**src/rtl/bank_cfg_pkg.sv**
```systemverilog
package bank_cfg_pkg;

   // Register-file slot of one half of a bank value: {is_mask, bank, is_high}
   function automatic int unsigned cfg_slot(input int unsigned nbanks,
                                            input int unsigned bank,
                                            input int unsigned is_mask,
                                            input int unsigned is_high);
      return is_mask * 2 * nbanks + bank * 2 + is_high;
   endfunction

endpackage

```
**src/rtl/bank_idx_ptr.sv**
```systemverilog
module bank_idx_ptr #(
   parameter int IDX_W = 4
) (
   input  logic             clk,
   input  logic             rst_n,
   input  logic             load,
   input  logic [IDX_W-1:0] load_val,
   input  logic             advance,
   output logic [IDX_W-1:0] idx
);

   localparam logic [IDX_W-1:0] STEP = IDX_W'(1);

   always_ff @(posedge clk or negedge rst_n) begin
      if (!rst_n)       idx <= '0;
      else if (load)    idx <= load_val;
      else if (advance) idx <= idx + STEP;   // natural wrap at 2**IDX_W
   end

endmodule

```
**src/rtl/bank_reg_file.sv**
```systemverilog
module bank_reg_file #(
   parameter int DATA_W   = 16,
   parameter int NUM_REGS = 16,
   parameter int IDX_W    = 4
) (
   input  logic                       clk,
   input  logic                       rst_n,
   input  logic                       wr_en,
   input  logic [IDX_W-1:0]           idx,
   input  logic [DATA_W-1:0]          wr_data,
   output logic [DATA_W-1:0]          rd_data,
   output logic [NUM_REGS*DATA_W-1:0] regs_flat
);

   logic [DATA_W-1:0] mem [NUM_REGS];

   for (genvar i = 0; i < NUM_REGS; i++) begin : g_reg
      always_ff @(posedge clk or negedge rst_n) begin
         if (!rst_n)
            mem[i] <= '0;
         else if (wr_en && (idx == IDX_W'(i)))
            mem[i] <= wr_data;
      end
      assign regs_flat[i*DATA_W +: DATA_W] = mem[i];
   end

   assign rd_data = mem[idx];

endmodule

```
**src/rtl/bank_export.sv**
```systemverilog
module bank_export #(
   parameter int DATA_W    = 16,
   parameter int NUM_BANKS = 4,
   parameter int NUM_REGS  = 16
) (
   input  logic [NUM_REGS*DATA_W-1:0]    regs_flat,
   output logic [NUM_BANKS*2*DATA_W-1:0] addr_flat,
   output logic [NUM_BANKS*2*DATA_W-1:0] mask_flat
);

   import bank_cfg_pkg::*;

   localparam int VAL_W = 2 * DATA_W;

   for (genvar b = 0; b < NUM_BANKS; b++) begin : g_bank
      localparam int A_LO = cfg_slot(NUM_BANKS, b, 0, 0);
      localparam int A_HI = cfg_slot(NUM_BANKS, b, 0, 1);
      localparam int M_LO = cfg_slot(NUM_BANKS, b, 1, 0);
      localparam int M_HI = cfg_slot(NUM_BANKS, b, 1, 1);
      assign addr_flat[b*VAL_W +: VAL_W] = {regs_flat[A_HI*DATA_W +: DATA_W],
                                            regs_flat[A_LO*DATA_W +: DATA_W]};
      assign mask_flat[b*VAL_W +: VAL_W] = {regs_flat[M_HI*DATA_W +: DATA_W],
                                            regs_flat[M_LO*DATA_W +: DATA_W]};
   end

endmodule

```
**src/rtl/bank_cfg_port.sv**
```systemverilog
module bank_cfg_port #(
   parameter int DATA_W    = 16,
   parameter int NUM_BANKS = 4,
   parameter int NUM_REGS  = 4 * NUM_BANKS,
   parameter int IDX_W     = $clog2(NUM_REGS)
) (
   input  logic                          clk,
   input  logic                          rst_n,
   input  logic                          ptr_wr,
   input  logic [IDX_W-1:0]              ptr_wdata,
   output logic [IDX_W-1:0]              ptr_q,
   input  logic                          port_rd,
   input  logic                          port_wr,
   input  logic [DATA_W-1:0]             port_wdata,
   output logic [DATA_W-1:0]             port_rdata,
   output logic [NUM_BANKS*2*DATA_W-1:0] bank_addr,
   output logic [NUM_BANKS*2*DATA_W-1:0] bank_mask
);

   initial begin
      if (DATA_W < 1)
         $fatal(1, "bank_cfg_port: DATA_W must be positive");
      if (NUM_BANKS < 1 || (NUM_BANKS & (NUM_BANKS - 1)) != 0)
         $fatal(1, "bank_cfg_port: NUM_BANKS must be a power of two");
      if (NUM_REGS != 4 * NUM_BANKS || (1 << IDX_W) != NUM_REGS)
         $fatal(1, "bank_cfg_port: index width does not cover the register file exactly");
   end

   logic                       access;
   logic [NUM_REGS*DATA_W-1:0] regs_flat;

   assign access = port_rd | port_wr;

   bank_idx_ptr #(.IDX_W(IDX_W)) u_ptr (
      .clk      (clk),
      .rst_n    (rst_n),
      .load     (ptr_wr),
      .load_val (ptr_wdata),
      .advance  (access),
      .idx      (ptr_q)
   );

   bank_reg_file #(.DATA_W(DATA_W), .NUM_REGS(NUM_REGS), .IDX_W(IDX_W)) u_regs (
      .clk       (clk),
      .rst_n     (rst_n),
      .wr_en     (port_wr),
      .idx       (ptr_q),
      .wr_data   (port_wdata),
      .rd_data   (port_rdata),
      .regs_flat (regs_flat)
   );

   bank_export #(.DATA_W(DATA_W), .NUM_BANKS(NUM_BANKS), .NUM_REGS(NUM_REGS)) u_exp (
      .regs_flat (regs_flat),
      .addr_flat (bank_addr),
      .mask_flat (bank_mask)
   );

endmodule

```
**config.mk**
```make
export PLATFORM = sky130hd
export DESIGN_NAME = bank_cfg_port
export DESIGN_NICKNAME = d
export VERILOG_FILES = /design/src/rtl/bank_cfg_pkg.sv /design/src/rtl/bank_idx_ptr.sv /design/src/rtl/bank_reg_file.sv /design/src/rtl/bank_export.sv /design/src/rtl/bank_cfg_port.sv
export SDC_FILE = /design/constraint.sdc
export NUM_CORES = 1
export LEC_CHECK = 0
export BUFFER_PORTS_ARGS = -buffer_cell sky130_fd_sc_hd__buf_2
export CORE_MARGIN = 2
export CORE_UTILIZATION = 49
export DETAILED_ROUTE_END_ITERATION = 16
export PLACE_DENSITY = 0.78
export SETUP_SLACK_MARGIN = 0.02
export SLEW_MARGIN = 20
export SYNTH_ARGS = -nofsm -noshare
export SYNTH_HDL_FRONTEND = slang
export SYNTH_SLANG_ARGS = --single-unit
```
**constraint.sdc**
```tcl
create_clock -name clk -period 5.5 [get_ports clk]
set_clock_uncertainty 0.2 [all_clocks]
set_input_delay 1.1 -clock clk [delete_from_list [all_inputs] [get_ports clk]]
set_output_delay 1.1 -clock clk [all_outputs]
set_load 0.005 [all_outputs]
```
==> results of run 1 <==
cells in the final DEF, fill, tap and decap left out, types with 2 or more instances in the layout:
master     Yosys  routed
a22oi_1       32      32
and3_1         2       2
and3b_1        2       2
buf_2         14     299
buf_4          5       4
bufinv_16      0       2
clkbuf_1      21      10
clkbuf_16      0      29
clkbuf_8       0       5
clkinv_2       0       4
dfrtp_1      260     258
dfrtp_4        0       2
ha_1           4       4
inv_1          2       2
mux2_1        14      14
mux2_2       163     163
mux2_4        80      80
mux4_2        64      64
nand2_1       19      19
nand3_2        2       2
nand3_4        6       6
nand4_4        2       2
nand4b_4       2       2
o21ai_0        4       4
xnor2_1        2       2
flip-flops by register name, summed over array words and instances, names as in the netlist:
name	count
u_ptr.idx	4
u_regs.regs_flat	256
power by group through the flow:
stage | Clock (W) | Sequential, W | Combinational, W
after floorplan | 0 | 0.00353 | 0.00173
after global placement | 0 | 0.00380 | 0.00319
after detailed placement | 0 | 0.00383 | 0.00325
after CTS | 0.00190 | 0.00381 | 0.00327
after global routing | 0.00198 | 0.00392 | 0.00346
final | 0.00188 | 0.00383 | 0.00323
through the flow:
step                      cell area (um2)  hold slack [ns]
after floorplan                     12300            0.306
after global placement              13800            0.300
after detailed placement            13800            0.311
after CTS                           14800            0.326
after global routing                14800            0.340
final                               14800            0.323
logic make-up after synthesis:
family	after synthesis	synth area share, %
mux	322	37.8
flops	260	53.0
buf+inv	63	3.38
simple gates	41	2.98
compound gates	37	2.19
fa+ha+maj	4	0.408
xor+xnor	3	0.214
metal layers:
metal,global-route usage [%],up-vias
li1,-,3305
met1,35.7,4196
met2,48.7,347
met3,5.69,77
met4,8.61,0
met5,0,-
path summary, 6_finish.rpt:
check	slack (ns)	cells after the start	end
setup / recovery	1.27	5	port_rdata[12]
hold / removal	0.32	1	u_regs.regs_flat[114]
setup reg to reg	2.20	3	u_regs.regs_flat[48]
hold reg to reg	0.32	1	u_regs.regs_flat[114]
max in group asynchronous	3.47	2	u_regs.regs_flat[49]
min in group asynchronous	0.43	1	u_regs.regs_flat[235]
worst max-delay path: cells and delay by family (launching register included):
family	cells	cell delay [ns]
and+or+nand+nor	1	0.08
DFF	1	0.87
muxes	1	0.56
buffers and inverters	2	0.61
AOI/OAI and AO/OA	1	0.23
synthesized netlist by cell type, types with 2 or more instances:
master | number | area share [%]
a22oi_1 | 32 | 2.0
and3_1 | 2 | 0.10
and3b_1 | 2 | 0.14
buf_1 | 2 | 0.061
buf_2 | 14 | 0.57
buf_4 | 5 | 0.31
buf_6 | 19 | 1.7
clkbuf_1 | 21 | 0.64
dfrtp_1 | 260 | 53
ha_1 | 4 | 0.41
inv_1 | 2 | 0.061
mux2_1 | 14 | 1.3
mux2_2 | 163 | 15
mux2_4 | 80 | 9.8
mux4_2 | 64 | 12
nand2_1 | 19 | 0.58
nand3_2 | 2 | 0.16
nand3_4 | 6 | 0.86
nand4_4 | 2 | 0.35
nand4b_4 | 2 | 0.39
o21ai_0 | 4 | 0.16
xnor2_1 | 2 | 0.14
area by class of cell:
class                           instances  share of cell area [%]
Clock inverter                          6                   0.543
Clock buffer                           44                    5.64
Multi-Input combinational cell        407                    36.3
Sequential cell                       260                    44.1
Inverter                                2                  0.0509
Timing Repair Buffer                  305                    10.6
Tap cell                              324                    2.75
==> flow_metrics.env, run 1 <==
export IMPL_status="finished, final reports clean"
export IMPL_hp_start="u_regs.regs_flat[114]"
export IMPL_drv_slew=0
export IMPL_start_util_pct=50.2
export IMPL_synth_seq_cells=260
export IMPL_intPower_w=0.00594
export IMPL_grt_pass1_vias=8282
export IMPL_fin_setup_tns_ns=0
export IMPL_synth_edf_count=0
export IMPL_drcViolationCount=0
export IMPL_synth_area_um2=12300
export IMPL_io_buffers=300
export IMPL_cts_hold_buffers=0
export IMPL_fillCellCount=1883
export IMPL_slowest_delay_ns=0.87
export IMPL_async_flop_share_pct=100
export IMPL_synth_cell_types=31
export IMPL_avgSynthCellArea_um2=16.8
export IMPL_p_sw_w=0.00299
export IMPL_dieArea_um2=26300
export IMPL_gr_total_overflow=0
export IMPL_sequentialPowerShare_pct=42.8
export IMPL_fp_coreArea_um2=24500
export IMPL_clockPowerShare_pct=21.1
export IMPL_h_tree_depth=1
export IMPL_critical_path_class="reg2out"
export IMPL_vias=7925
export IMPL_drt_pass1_iterations=5
export IMPL_synth_nets=759
export IMPL_fmaxAchievable_ghz=0.236
export IMPL_cellPowerDensity_nw_per_um2=605
export IMPL_drv_cap=0
export IMPL_ant_nets=0
export IMPL_postSynthCellCount=730
export IMPL_wl_met3_mm=2.61
export IMPL_post_cts_resized=0
export IMPL_hold_violations=0
export IMPL_ir_drop_uv=373
export IMPL_top_layer="met4"
export IMPL_fin_nets=1033
export IMPL_cp_max_fo=35
export IMPL_startpoint_type="flip-flop"
export IMPL_clock_path_buffers=3
export IMPL_worstPathCellList="buf_4, mux4_2, a22oi_1, nand2_1, buf_2"
export IMPL_dr_first_iter_drc_count=456
export IMPL_grt_pass1_wl_mm=54.6
export IMPL_dp_slack_ns=1.81
export IMPL_postLayoutCoreUtil_pct=60.3
export IMPL_dp_cells=1298
export IMPL_wl_met2_mm=18.6
export IMPL_tritoncts="built"
export IMPL_tightest_slew_ns=1.13
export IMPL_power_frac_comb_pct=36.1
export IMPL_period_needed_ns=4.23
export IMPL_rr_startpoint="u_ptr.idx[1]"
export IMPL_synth_ff_type="dfrtp_1"
export IMPL_clock_sinks=260
export IMPL_required_ns=4.20
export IMPL_cpMaxStageDelayCell="dfrtp_4"
export IMPL_die_h_um=162
export IMPL_dieWidth_um=162
export IMPL_fin_crit_sh_pct=76.9
export IMPL_layout_drive_gt1_share_pct=65.3
export IMPL_ys_warn_count=0
export IMPL_grt_usage_pct=28.0
export IMPL_hp_class="reg2reg"
export IMPL_stdcell_count=1348
export IMPL_numCtsBuffers=28
export IMPL_final_setup_worst_slack_ns=1.27
export IMPL_grt_max_degree=120
export IMPL_gp_congestion=0.890
export IMPL_swShare_pct=33.5
export IMPL_wl_met1_mm=14.4
export IMPL_slew_limit_headroom_pct=24.5
export IMPL_clk_pin_slew_ns=0.06
export IMPL_multiInputGateArea_um2=5360
export IMPL_rsz0062_at_grt="no"
export IMPL_cts_root_buf="clkbuf_16"
export IMPL_placementRows=57
export IMPL_antenna_found_initial=1
export IMPL_crit_path_start="u_ptr.idx[0]"
export IMPL_total_power_w=0.00893
export IMPL_setup_viol=0
export IMPL_post_dp_hpwl_mm=26.5
export IMPL_total_leakage_power_nw=7.16
export IMPL_wirelength_mm=36.9
export IMPL_area_growth_pct=20.2
export IMPL_arrival_ns=2.93
export IMPL_wl_per_cell_um=27.4
export IMPL_seq_area_frac_synth_pct=53.0
export IMPL_area_sequential_um2=6510
export IMPL_insertion_delay_ns=0.53
export IMPL_antenna_cells=0
export IMPL_post_cts_buffers=0
export IMPL_io_pins=301
export IMPL_avgViaCountPerCell=5.88
export IMPL_cp_end_kind="primary output"
Power figures use the tool's default switching activity.
==> run 2, diff against run 1 <==
--- a/config.mk
+++ b/config.mk
@@ -5,6 +5,7 @@
 export SDC_FILE = /design/constraint.sdc
 export NUM_CORES = 1
 export LEC_CHECK = 0
+export ABC_AREA = 1
 export BUFFER_PORTS_ARGS = -buffer_cell sky130_fd_sc_hd__buf_2
 export CORE_MARGIN = 2
 export CORE_UTILIZATION = 49
==> constraint.sdc (replaced) <==
create_clock -name clk -period 4.1 [get_ports clk]
set_clock_uncertainty 0.2 [all_clocks]
set_input_delay 0.82 -clock clk [delete_from_list [all_inputs] [get_ports clk]]
set_output_delay 0.82 -clock clk [all_outputs]
set_load 0.005 [all_outputs]
==> flow_metrics.env, run 2 <==
export IMPL_reg2reg_slack_ns=1.09
export IMPL_critical_path_depth=10
export IMPL_hp_class="in2async"
export IMPL_clk_pin_slew_ns=0.06
export IMPL_clockPowerShare_pct=20.3
export IMPL_antenna_found_initial=2
export IMPL_crit_path_start="u_ptr.idx[0]"
export IMPL_reg2reg_to="u_regs.regs_flat[183]"
export IMPL_slew_limit_headroom_pct=30.6
export IMPL_placementRows=59
export IMPL_hold_violations=0
export IMPL_cpMaxStageDelayCell="dfrtp_4"
export IMPL_fp_coreArea_um2=26200
export IMPL_grt_max_degree=134
export IMPL_largest_register_ffs=256
export IMPL_p_sw_w=0.00481
export IMPL_rsz0062_at_grt="no"
export IMPL_avgSynthCellArea_um2=7.25
export IMPL_setup_viol=0
export IMPL_ant_nets=0
export IMPL_sequentialPowerShare_pct=41.0
export IMPL_ir_drop_uv=423
export IMPL_swShare_pct=40.6
export IMPL_seq_area_frac_synth_pct=49.6
export IMPL_dp_cells=2348
export IMPL_postLayoutCoreUtil_pct=59.3
export IMPL_synth_ff_type="dfrtp_1"
export IMPL_synth_most_common_cell="nand2_1"
export IMPL_cpMostUsedCell="nand2_1"
export IMPL_worstPathCellList="inv_4, buf_12, nand2_1, nand3_1, nand2_1, nand2_1, nand2_1, inv_1, nand2_1, buf_2"
export IMPL_grt_pass1_vias=11400
export IMPL_multiInputGateArea_um2=4840
export IMPL_synth_area_top_cells="dfrtp_1, nand2_1, inv_1"
export IMPL_drt_pass1_iterations=6
export IMPL_ys_warn_count=0
export IMPL_synth_cell_types=23
export IMPL_mostFrequentLayoutCells="nand2_1, inv_1, buf_2"
export IMPL_layout_drive_gt1_share_pct=18.8
export IMPL_drv_cap=0
export IMPL_antenna_cells=0
export IMPL_synth_edf_count=0
export IMPL_drcViolationCount=0
export IMPL_cts_hold_buffers=0
export IMPL_fin_setup_tns_ns=0
export IMPL_insertion_delay_ns=0.56
export IMPL_critPathTopFamily="buffers and inverters"
export IMPL_dieWidth_um=168
export IMPL_fmaxAchievable_ghz=0.284
export IMPL_dp_slack_ns=1.08
export IMPL_startpoint_type="flip-flop"
export IMPL_cp_max_fo=53
export IMPL_arrival_ns=2.50
export IMPL_fin_nets=2071
export IMPL_grt_pass1_wl_mm=68.0
export IMPL_post_cts_resized=0
export IMPL_grt_usage_pct=31.4
export IMPL_synth_common_cells="nand2_1, inv_1, dfrtp_1"
export IMPL_synth_nets=1839
export IMPL_numCtsBuffers=27
export IMPL_power_frac_comb_pct=38.8
export IMPL_post_cts_buffers=0
export IMPL_gp_congestion=0.895
export IMPL_fin_crit_sh_pct=85.8
export IMPL_total_leakage_power_nw=8.92
export IMPL_drv_slew=0
export IMPL_required_ns=3.08
export IMPL_dieArea_um2=28100
export IMPL_area_sequential_um2=6510
export IMPL_cts_root_buf="clkbuf_16"
export IMPL_postSynthCellCount=1810
export IMPL_intPower_w=0.00703
export IMPL_wl_per_cell_um=18.7
export IMPL_final_common_cell="nand2_1"
export IMPL_gr_total_overflow=0
export IMPL_io_buffers=300
export IMPL_synth_seq_cells=260
export IMPL_cellPowerDensity_nw_per_um2=762
export IMPL_period_needed_ns=3.52
export IMPL_rr_startpoint="u_ptr.idx[1]"
export IMPL_synth_area_um2=13100
export IMPL_yosysTopAreaCell="dfrtp_1"
export IMPL_critical_path_class="reg2out"
export IMPL_die_h_um=168
export IMPL_avgViaCountPerCell=5.27
export IMPL_slowest_delay_ns=0.50
export IMPL_cp_end_kind="primary output"
export IMPL_tritoncts="built"
export IMPL_final_setup_worst_slack_ns=0.583
export IMPL_h_tree_depth=1
export IMPL_post_dp_hpwl_mm=31.1
export IMPL_vias=12600
export IMPL_dr_first_iter_drc_count=1513
export IMPL_endpoint="port_rdata[12]"
export IMPL_async_flop_share_pct=100
export IMPL_start_util_pct=50.1
export IMPL_fillCellCount=2403
export IMPL_clock_path_buffers=3
export IMPL_area_growth_pct=18.3
export IMPL_critPathBufInv=4
export IMPL_r2r_worst_path_cells=6
export IMPL_clock_sinks=260
export IMPL_status="finished, final reports clean"
export IMPL_wirelength_mm=44.9
export IMPL_stdcell_count=2396
export IMPL_tightest_slew_ns=1.04
export IMPL_io_pins=301
export IMPL_synth_top_area_share_pct=49.6
==> run 2: cell types whose count changed in the layout (fill, tap and decap cells not counted), sizes merged, moves of 5 or more <==
cell   before  now
nand2      19  710
inv         2  318
buf       305  318
o21ai       4  262
mux4       64    0
nand3       8  129
a22oi      32    0
mux2      257    0
nor2        2    7
==> run 2: worst min path at each step <==
stage                                  to  slack, ns  cells past startpoint
floorplan           u_regs.regs_flat[144]       0.30                      2
global placement    u_regs.regs_flat[181]       0.29                      2
detailed placement   u_regs.regs_flat[52]       0.30                      2
CTS                 u_regs.regs_flat[223]       0.13                      1
global route        u_regs.regs_flat[245]       0.17                      1
finish              u_regs.regs_flat[245]       0.10                      1
==> run 2: per-layer routing <==
layer / share of wire [%] / global-route usage, %
met5: 0 / 0
met4: 3.7 / 10.1
met3: 9.5 / 5.70
met2: 46 / 50.6
met1: 41 / 43.5
==> run 2: area by class of cell <==
type                       count  share of cell area, %
tap                          335                   2.70
sequential                   260                   41.9
multi-input combinational   1118                   31.2
clock buffer                  43                   5.25
timing repair buffer         318                   11.0
inverter                     317                   7.68
clock inverter                 5                  0.274
==> run 2: kinds of logic after synthesis <==
group | share of synthesized area [%]
xor+xnor | 0.133
flops | 49.6
compound gates | 10.3
fa+ha+maj | 0.381
simple gates | 26.0
buf+inv | 13.7
==> run 2: power groups by stage <==
stage,clock (W),combinational [W],sequential (W)
after floorplan,0,0.00229,0.00469
after global placement,0,0.00447,0.00482
after detailed placement,0,0.00457,0.00484
after CTS,0.00243,0.00460,0.00481
after global routing,0.00252,0.00519,0.00496
final,0.00240,0.00459,0.00485
==> run 2: metrics by stage <==
stage	total power, W	hold slack [ns]	area [um2]
after floorplan	0.00698	0.295	13100
after global placement	0.00929	0.288	14700
after detailed placement	0.00941	0.296	14700
after CTS	0.0118	0.126	15500
after global routing	0.0127	0.165	15500
final	0.0118	0.104	15500
==> run 3, diff against run 2 <==
--- a/config.mk
+++ b/config.mk
@@ -9,6 +9,7 @@
 export BUFFER_PORTS_ARGS = -buffer_cell sky130_fd_sc_hd__buf_2
 export CORE_MARGIN = 2
 export CORE_UTILIZATION = 49
+export CTS_BUF_LIST = sky130_fd_sc_hd__clkbuf_2
 export DETAILED_ROUTE_END_ITERATION = 16
 export PLACE_DENSITY = 0.78
 export SETUP_SLACK_MARGIN = 0.02
==> flow_metrics.env, run 3 (synthesized netlist as in run 2, its figures left out) <==
export IMPL_placementRows=59
export IMPL_clockPowerShare_pct=17.0
export IMPL_power_frac_comb_pct=40.5
export IMPL_post_dp_hpwl_mm=31.1
export IMPL_ant_nets=0
export IMPL_hp_class="in2reg"
export IMPL_avgViaCountPerCell=5.23
export IMPL_h_tree_depth=3
export IMPL_die_h_um=168
export IMPL_wl_met3_mm=4.57
export IMPL_cpMaxStageDelayCell="buf_4"
export IMPL_stdcell_count=2467
export IMPL_cpMostUsedCell="nand2_1"
export IMPL_fin_crit_sh_pct=94.1
export IMPL_cp_max_fo=68
export IMPL_cp_end_kind="primary output"
export IMPL_final_common_cell="nand2_1"
export IMPL_insertion_delay_ns=0.86
export IMPL_top_layer="met4"
export IMPL_drcViolationCount=0
export IMPL_grt_pass1_vias=11800
export IMPL_dieArea_um2=28100
export IMPL_status="finished, final reports clean"
export IMPL_fmaxAchievable_ghz=0.259
export IMPL_wl_met2_mm=20.9
export IMPL_area_growth_pct=16.8
export IMPL_startpoint_type="flip-flop"
export IMPL_critPathTopFamily="buffers and inverters"
export IMPL_grt_max_degree=134
export IMPL_clk_pin_slew_ns=0.12
export IMPL_wirelength_mm=45.5
export IMPL_fin_nets=2114
export IMPL_ir_drop_uv=427
export IMPL_dieWidth_um=168
export IMPL_swShare_pct=43.0
export IMPL_fin_setup_tns_ns=0
export IMPL_io_pins=301
export IMPL_dr_first_iter_drc_count=1289
export IMPL_hold_violations=0
export IMPL_mostFrequentLayoutCells="nand2_1, inv_1, buf_2"
export IMPL_rsz0062_at_grt="no"
export IMPL_period_needed_ns=3.86
export IMPL_cts_root_buf="clkbuf_2"
export IMPL_grt_usage_pct=31.9
export IMPL_grt_pass1_wl_mm=68.3
export IMPL_antenna_found_initial=3
export IMPL_start_util_pct=50.1
export IMPL_arrival_ns=2.84
export IMPL_gr_total_overflow=0
export IMPL_tritoncts="built"
export IMPL_setup_viol=0
export IMPL_worstPathCellList="buf_4, nand3_1, nand2_1, nand2_1, nand2_1, inv_1, nand2_1, buf_2"
export IMPL_drt_pass1_iterations=6
export IMPL_sequentialPowerShare_pct=42.5
export IMPL_intPower_w=0.00648
export IMPL_slowest_delay_ns=0.68
export IMPL_critPathBufInv=3
export IMPL_drv_slew=0
export IMPL_io_buffers=300
export IMPL_critical_path_class="reg2out"
export IMPL_wl_per_cell_um=18.4
export IMPL_gp_congestion=0.895
export IMPL_total_leakage_power_nw=8.99
export IMPL_vias=12900
export IMPL_p_sw_w=0.00489
export IMPL_largest_register_ffs=256
export IMPL_layout_drive_gt1_share_pct=21.2
export IMPL_whs_ns=0.0453
export IMPL_clock_path_buffers=3
export IMPL_fp_coreArea_um2=26200
export IMPL_drv_cap=0
export IMPL_required_ns=3.08
export IMPL_numCtsBuffers=69
export IMPL_wl_met1_mm=18.4
export IMPL_dp_cells=2348
export IMPL_cellPowerDensity_nw_per_um2=742
export IMPL_slew_limit_headroom_pct=29.0
export IMPL_tightest_slew_ns=1.06
export IMPL_clock_sinks=260
[run 3: changes by cell type in the layout (fill, tap and decap cells not counted)]
cell | previous run | this run
diode_2 | 0 | 1
clkbuf_2 | 0 | 97
bufinv_16 | 0 | 3
inv_2 | 3 | 5
clkbuf_8 | 8 | 0
clkbuf_16 | 27 | 0
clkinv_2 | 3 | 1
clkinv_1 | 0 | 13
inv_6 | 0 | 1
dlygate4sd3_1 | 0 | 1
inv_16 | 1 | 0
clkinvlp_4 | 1 | 0
clkbuf_1 | 8 | 0
[run 3: repair_timing]
action	4_1_cts	5_1_grt
hold buffers	1	0
setup buffers	0	0
gates resized for setup	0	0
endpoints found under the hold margin	92	0
[run 3: worst paths after layout]
check,cells after the start,slack (ns),to,startpoint
worst max-delay path,8,0.24,port_rdata[12],u_ptr.idx[1]
worst min-delay path,4,0.05,u_ptr.idx[3],port_rd
worst max register to register,6,1.02,u_regs.regs_flat[183],u_ptr.idx[1]
worst min register to register,2,0.32,u_regs.regs_flat[11],u_regs.regs_flat[11]
max in group asynchronous,3,2.27,u_regs.regs_flat[76],rst_n
min in group asynchronous,2,0.40,u_regs.regs_flat[245],rst_n
[run 3: stage by stage]
stage	utilization, %	power, W	setup WS [ns]	cell area, um2
after floorplan	-	0.00698	1.83	13100
after global placement	56.0	0.00929	1.19	14700
after detailed placement	56.0	0.00941	1.08	14700
after CTS	58.5	0.0113	0.269	15300
after global routing	58.5	0.0122	0.124	15300
final	58.5	0.0114	0.240	15300
[run 3: worst reg2reg max path, stage by stage, from the launching register on]
cell and delay, ns:
dfrtp_2 0.38, buf_4 0.68, ha_1 0.36, nand2_1 0.11, inv_2 0.13, nand2_1 0.63, o21ai_0 0.46
[run 3: cell type report]
cell class	instances	area, um2
inverter	317	1190
multi-input combinational	1118	4840
tap	335	419
fill	2459	10900
antenna	1	2.50
sequential	260	6510
timing repair buffer	319	1720
clock inverter	20	160
clock buffer	97	485
[run 3: metal layers]
| metal | global-route usage, % | vias to the layer above |
|---|---|---|
| met1 | 42.8 | 5992 |
| met2 | 50.5 | 736 |
| met5 | 0 | - |
| met4 | 12.8 | 0 |
| li1 | - | 6063 |
| met3 | 7.00 | 105 |
[run 3: power groups by stage]
stage                     registers, W  clock network (W)  logic, W
after detailed placement       0.00484                  0   0.00457
after global placement         0.00482                  0   0.00447
after floorplan                0.00469                  0   0.00229
final                          0.00483            0.00194   0.00460
after global routing           0.00495            0.00208   0.00519
after CTS                      0.00479            0.00195   0.00460
